`config.mk`:
```
export PLATFORM = sky130hd
export DESIGN_NAME = dual_path_xcvr
export DESIGN_NICKNAME = d
export VERILOG_FILES = /design/src/rtl/xcvr_pkg.sv /design/src/rtl/xcvr_edge.sv /design/src/rtl/xcvr_store.sv /design/src/rtl/xcvr_drive.sv /design/src/rtl/xcvr_lane.sv /design/src/rtl/dual_path_xcvr.sv
export SDC_FILE = /design/constraint.sdc
export NUM_CORES = 1
export LEC_CHECK = 0
export BUFFER_PORTS_ARGS = -buffer_cell sky130_fd_sc_hd__buf_2
export CORE_MARGIN = 2
export CORE_UTILIZATION = 53
export CTS_CLUSTER_SIZE = 40
export DETAILED_ROUTE_END_ITERATION = 10
export GPL_TIMING_DRIVEN = 0
export PLACE_DENSITY = 0.9
export SYNTH_ARGS = -nofsm -noshare
export SYNTH_HDL_FRONTEND = slang
export SYNTH_SLANG_ARGS = --single-unit
```
`constraint.sdc`:
```
create_clock -name clk -period 3.1 [get_ports clk]
set_input_delay 0.62 -clock clk [delete_from_list [all_inputs] [get_ports clk]]
set_output_delay 0.62 -clock clk [all_outputs]
set_load 0.05 [all_outputs]
```
`src/rtl/xcvr_pkg.sv`:
```
package xcvr_pkg;

    parameter int XCVR_DEFAULT_W = 18;

    // Per-lane control bundle
    typedef struct packed {
        logic pass;      // transparent when 1
        logic cap_clk;   // capture clock, sampled by the system clock
        logic cap_en_n;  // capture qualifier, active low
        logic drv_n;     // output drive enable, active low
    } lane_ctrl_t;

endpackage

```
`src/rtl/xcvr_edge.sv`:
```
module xcvr_edge (
    input  logic clk,
    input  logic rst,
    input  logic cap_clk,
    input  logic cap_en_n,
    output logic fire
);
    typedef struct packed {
        logic clk_prev;
    } edge_state_t;

    edge_state_t st_d, st_q;

    always_comb begin
        st_d          = st_q;
        st_d.clk_prev = cap_clk;
        if (rst) begin
            // Treat the capture clock as already high, so no false edge at release
            st_d.clk_prev = 1'b1;
        end
    end

    always_ff @(posedge clk) begin
        st_q <= st_d;
    end

    assign fire = cap_clk & ~st_q.clk_prev & ~cap_en_n;

endmodule

```
`src/rtl/xcvr_store.sv`:
```
module xcvr_store #(
    parameter int W = 18
) (
    input  logic         clk,
    input  logic         rst,
    input  logic         pass,
    input  logic         fire,
    input  logic [W-1:0] din,
    output logic [W-1:0] word
);
    typedef struct packed {
        logic [W-1:0] word;
    } store_state_t;

    store_state_t st_d, st_q;

    always_comb begin
        st_d = st_q;
        if (rst) begin
            st_d.word = '0;
        end else if (pass || fire) begin
            st_d.word = din;
        end
    end

    always_ff @(posedge clk) begin
        st_q <= st_d;
    end

    assign word = st_q.word;

endmodule

```
`src/rtl/xcvr_drive.sv`:
```
module xcvr_drive #(
    parameter int W = 18
) (
    input  logic         pass,
    input  logic         drv_n,
    input  logic [W-1:0] din,
    input  logic [W-1:0] word,
    output logic [W-1:0] dout,
    output logic         dout_on
);
    logic [W-1:0] sel_d;

    always_comb begin
        sel_d   = pass ? din : word;
        dout_on = ~drv_n;
        dout    = drv_n ? '0 : sel_d;
    end

endmodule

```
`src/rtl/xcvr_lane.sv`:
```
module xcvr_lane #(
    parameter int W = 18
) (
    input  logic                  clk,
    input  logic                  rst,
    input  xcvr_pkg::lane_ctrl_t  ctrl,
    input  logic [W-1:0]          din,
    output logic [W-1:0]          dout,
    output logic                  dout_on
);
    logic         fire;
    logic [W-1:0] word;

    xcvr_edge u_edge (
        .clk      (clk),
        .rst      (rst),
        .cap_clk  (ctrl.cap_clk),
        .cap_en_n (ctrl.cap_en_n),
        .fire     (fire)
    );

    xcvr_store #(.W(W)) u_store (
        .clk  (clk),
        .rst  (rst),
        .pass (ctrl.pass),
        .fire (fire),
        .din  (din),
        .word (word)
    );

    xcvr_drive #(.W(W)) u_drive (
        .pass    (ctrl.pass),
        .drv_n   (ctrl.drv_n),
        .din     (din),
        .word    (word),
        .dout    (dout),
        .dout_on (dout_on)
    );

    // an open, driving lane shows its input
    a_r2_transparent: assert property (@(posedge clk) disable iff (rst)
        (ctrl.pass && !ctrl.drv_n) |-> (dout == din));

    // storage follows the input while open
    a_r3_track: assert property (@(posedge clk) disable iff (rst)
        ctrl.pass |=> (word == $past(din)));

    // no qualified edge while closed keeps storage
    a_r4_hold: assert property (@(posedge clk) disable iff (rst)
        (!ctrl.pass && !fire) |=> (word == $past(word)));

    // a qualified edge while closed loads the input
    a_r5_capture: assert property (@(posedge clk) disable iff (rst)
        (!ctrl.pass && fire) |=> (word == $past(din)));

    // clock-enable high blocks any load while closed
    a_r6_blocked: assert property (@(posedge clk) disable iff (rst)
        (!ctrl.pass && ctrl.cap_en_n) |=> (word == $past(word)));

    // a disabled side drives zeros with its flag low
    a_r7_hiz: assert property (@(posedge clk) disable iff (rst)
        ctrl.drv_n |-> (!dout_on && dout == '0));

    // reset leaves a cleared store
    a_r9_reset: assert property (@(posedge clk)
        rst |=> (word == '0));

endmodule

```
`src/rtl/dual_path_xcvr.sv`:
```
module dual_path_xcvr #(
    parameter int DATA_W = xcvr_pkg::XCVR_DEFAULT_W
) (
    input  logic              clk,
    input  logic              rst,
    input  logic [DATA_W-1:0] a_in,
    output logic [DATA_W-1:0] a_out,
    output logic              a_drive,
    input  logic [DATA_W-1:0] b_in,
    output logic [DATA_W-1:0] b_out,
    output logic              b_drive,
    input  logic              ab_pass,
    input  logic              ab_cap_clk,
    input  logic              ab_cap_en_n,
    input  logic              ab_drv_n,
    input  logic              ba_pass,
    input  logic              ba_cap_clk,
    input  logic              ba_cap_en_n,
    input  logic              ba_drv_n
);
    localparam int NLANE = 2;

    xcvr_pkg::lane_ctrl_t ctrl   [NLANE];
    logic [DATA_W-1:0]    l_in   [NLANE];
    logic [DATA_W-1:0]    l_out  [NLANE];
    logic                 l_on   [NLANE];

    // Lane 0 carries A to B, lane 1 carries B to A
    always_comb begin
        ctrl[0] = '{pass: ab_pass, cap_clk: ab_cap_clk, cap_en_n: ab_cap_en_n, drv_n: ab_drv_n};
        ctrl[1] = '{pass: ba_pass, cap_clk: ba_cap_clk, cap_en_n: ba_cap_en_n, drv_n: ba_drv_n};
        l_in[0] = a_in;
        l_in[1] = b_in;
    end

    for (genvar g = 0; g < NLANE; g++) begin : g_lane
        xcvr_lane #(.W(DATA_W)) u_lane (
            .clk     (clk),
            .rst     (rst),
            .ctrl    (ctrl[g]),
            .din     (l_in[g]),
            .dout    (l_out[g]),
            .dout_on (l_on[g])
        );
    end

    assign b_out   = l_out[0];
    assign b_drive = l_on[0];
    assign a_out   = l_out[1];
    assign a_drive = l_on[1];

endmodule

```
After elaboration in Yosys (flattened, before gate mapping). Index checks and enable logic that the tools add are counted.

Muxes and demuxes: 4. Bitwise logic cells: 10. Reduce and logical (&&, ||, !) cells: 2.

Operators with widths (count): $mux 18 (4); $not 1->1 (6); $and 1x1->1 (4); $logic_or 1x1->1 (2).

Register bits after elaboration: 38. Input bits: 46. Output and inout port bits: 38. Logic and storage cells: 20.

Logic depth before layout (Yosys ltp).
Word-level depth: 4. Depth in mapped cells: 5. Depth with buffers taken out: 3.

Modules after synthesis. Synthesis repeated with hierarchy kept, for this count alone.

Cell total of the unflattened synthesis: 248. Area, all modules: 2132.0 µm².

By module, submodules not included: xcvr_store (instances 2, cells an instance 80, area each 734.5 µm², seq. area each 360.3 µm²); xcvr_drive (instances 2, cells an instance 41, area each 292.8 µm², seq. area each 0.0 µm²); xcvr_edge (instances 2, cells an instance 3, area each 38.8 µm², seq. area each 20.0 µm²).

Least setup slack after synthesis. Ideal clock, no wire load.

Kind: input to output. Start: in ba_pass. End: out a_out[10]. Data arrival time: 1.704 ns. Setup slack: 0.776 ns. Cell stages on the path: 4. Cells stage by stage: buf_6 -> buf_4 -> mux2i_1 -> nor2_1.

Word-level cells in the longest chain between the ends: 2.

RTL lines: start, declared (RTL line dual_path_xcvr.sv:16) `input logic ba_pass,`; $mux 18 (RTL line xcvr_drive.sv:14) `sel_d = pass ? din : word;`; $mux 18 (RTL line xcvr_drive.sv:16) `dout = drv_n ? '0 : sel_d;`; end, declared (RTL line dual_path_xcvr.sv:7) `output logic [DATA_W-1:0] a_out,`.

Every way passes these cells.

Worst setup path in the final report.
Start: in ab_drv_n. End: out b_out[16].

Word-level cells in the longest chain between the ends: 1.

RTL lines: start, declared (RTL line dual_path_xcvr.sv:15) `input logic ab_drv_n,`; $mux 18 (RTL line xcvr_drive.sv:16); end, declared (RTL line dual_path_xcvr.sv:10) `output logic [DATA_W-1:0] b_out,`.

Every way passes these cells.

==> flow_summary.toml <==
[logic_synthesis]
synthesis.nets = 292
synth_top_area_share_pct = 33.65
yosys_warnings = 0
netlist_top_cells_count = "72 x mux2i_1, 72 x nand2b_1, 38 x dfxtp_1, 38 x nor2_1, 8 x clkbuf_1"
async_reset_ff_share_pct = 0
synth_seq_area_share_pct = 33.65
synth_top_area_cell = "dfxtp_1"
synth_cell_type_count = 13
synth_seq_cells = 38
synth.area.top_cells = "dfxtp_1 34%, mux2i_1 32%, nand2b_1 20%"
syn_inst = 246
netlist_area_um2 = 2261
synthFlopType = "dfxtp_1"
avgSynthCellArea_um2 = 9.191
synth_edf_count = 0

[die]
core_area_um2 = 4058
die_area_um2 = 4805
num_io_pins = 84
die_h_um = 69.32
rows = 23
initial_core_util_pct = 55.72
die_w_um = 69.32

[setup_path]
critPathSlowestCell = "clkbuf_1"
critPathMaxFanout = 10
cp_num_buf_inv = 3
required_ps = 2480
cp.depth = 4
critPathTopFamily = "buffers and inverters"
cp-start-kind = "input pin"
arrival_ps = 1550
critPathCaptureType = "output pin"
path_common_cell = "buf_2"
crit_chain = "clkbuf_1, buf_2, nor2_1, buf_2"
ff2ff_path_depth = 5
critical_path.max_stage_delay_ps = 340
path_class = "in2out"

[cts]
root_buffer = "clkbuf_8"
post-cts-setup-buffers = 0
htree_levels = 2
cts_tree = "built"
clockBufferDepth = 2
clk_latency_ps = 290
clk_pin_slew_ps = 70
cts.sinks = 38
cts.repair.resized = 0
hold_buffers = 0
cts_buffers = 5

[detailed_routing]
m1WireLength_um = 2244
drt-total-wl_um = 4744
vias = 1858
wl_met3_um = 301
drt_iter0_markers = 56
ant_nets = 0
drc = 0
highest_layer = "met4"
viasPerCell = 4.877
dr.pass1.iters = 4
wl_met2_um = 2133
wire_per_inst_um = 12.45

[sta]
setup_viol = 0
finalSetupTns_ps = 0
fin_crit_ps = 2166
fmax_mhz = 461.7
final.setup_skew_ps = 2.356
hold_viol = 0
slew_viol_final = 0
maxSlewHeadroom_pct = 70.39
rsz0062_at_grt = "no"
worst_slew_pin_slew_ps = 444.1
min_period_over_period_pct = 69.87

[global_route]
grt_usage_pct = 20.35
antenna_found_initial = 0
grt_pass1_wl_um = 8024
first_global_vias = 1769
gr-total-overflow = 0
grt_max_degree = 11

[layout]
area_growth_pct = 23.41
drive_gt1_share_pct = 29.61
fill_cells = 345
antenna_cells = 0
layout.nets = 377
ff_latch_area_um2 = 760.7
multiInputGateArea_um2 = 1344
utilization_pct = 68.76

[pwr]
switching_share_pct = 32.53
combPwrFrac_pct = 28.4
p_switching_w = 0.0003873
pwr-share-seq_pct = 45.1
pwr-share-clk_pct = 26.4
intPower_w = 0.0008032
power_density_nw_per_um2 = 426.7
ir_drop_mv = 0.2642
total_leakage_power_nw = 1.416

[placement]
io_buffers = 78
dpl.hpwl_um = 3583
place_congestion = 0.7650

[hold_path]
min_path_cells = 2
min_path_type = "reg2reg"

[flow_run]
max-cap-violations = 0

[outcome]
outcome = "complete, no violations"
[placed cells by master, fill, tap and decap left out, drive strengths merged]
cell,count
a21oi,2
mux2i,72
nor2,38
buf,90
or2,2
nand2b,72
inv,2
dfxtp,38
clkbuf,15
[power groups by stage]
stage               clock, W  sequential, W  combinational, W
detailed placement         0       0.000548          0.000341
global route        0.000346       0.000541          0.000365
CTS                 0.000324       0.000537          0.000342
global placement           0       0.000547          0.000335
finish              0.000314       0.000537          0.000339
floorplan                  0       0.000544          0.000257
[area by class of cell]
type | count | share of cell area, %
buffer | 20 | 5.336
clock buffer | 7 | 2.735
inverter | 2 | 0.2691
timing repair buffer | 78 | 13.99
tap | 50 | 2.242
sequential | 38 | 27.26
multi-input combinational | 186 | 48.16
[path summary, 6_finish.rpt]
| check | slack [ps] | from | endpoint |
|---|---|---|---|
| min | 480 | g_lane[0].u_lane.u_store.word[10] | g_lane[0].u_lane.u_store.word[10] |
| min reg2reg | 480 | g_lane[0].u_lane.u_store.word[10] | g_lane[0].u_lane.u_store.word[10] |
| max | 930 | ab_drv_n | b_out[16] |
| max reg2reg | 1990 | g_lane[1].u_lane.u_edge.st_q | g_lane[1].u_lane.u_store.word[12] |
[kinds of logic after synthesis]
kind of cell / Yosys count / synth area share, %
buffers and inverters: 22 / 6.917
AND/OR/NAND/NOR: 112 / 26.78
multiplexers: 72 / 31.88
flip-flops: 38 / 33.65
AO/OA/AOI/OAI: 2 / 0.7749
[routing by layer]
metal  GRT usage (%)  vias up
met5               0        -
met4           7.407        0
met3           4.651        7
met2           32.91       66
met1           26.48      821
li1                -      964
[worst reg2reg max path, delay by kind of cell (launching register included)]
family / cells / cell delay [ps]
flops: 1 / 310
simple gates: 1 / 50
buf+inv: 2 / 340
compound gates: 1 / 130
mux: 1 / 210
[flip-flops by register name (all words and copies together) (netlist names)]
name                        flops
g_lane.u_lane.u_store.word     36
g_lane.u_lane.u_edge.st_q       2
[stage by stage]
step                      instance area, µm²  setup WS [ps]  hold WS, ps  instances  power [W]
after floorplan                         2261          775.7        450.8        246  0.0008009
after global placement                  2714          926.2        459.6        374  0.0008820
after detailed placement                2714          923.0        467.7        374  0.0008891
after CTS                               2790          920.1        480.7        381   0.001203
after global routing                    2790          824.4        491.8        381   0.001252
final                                   2790          934.0        476.2        381   0.001190
Power figures use the tool's default switching activity.
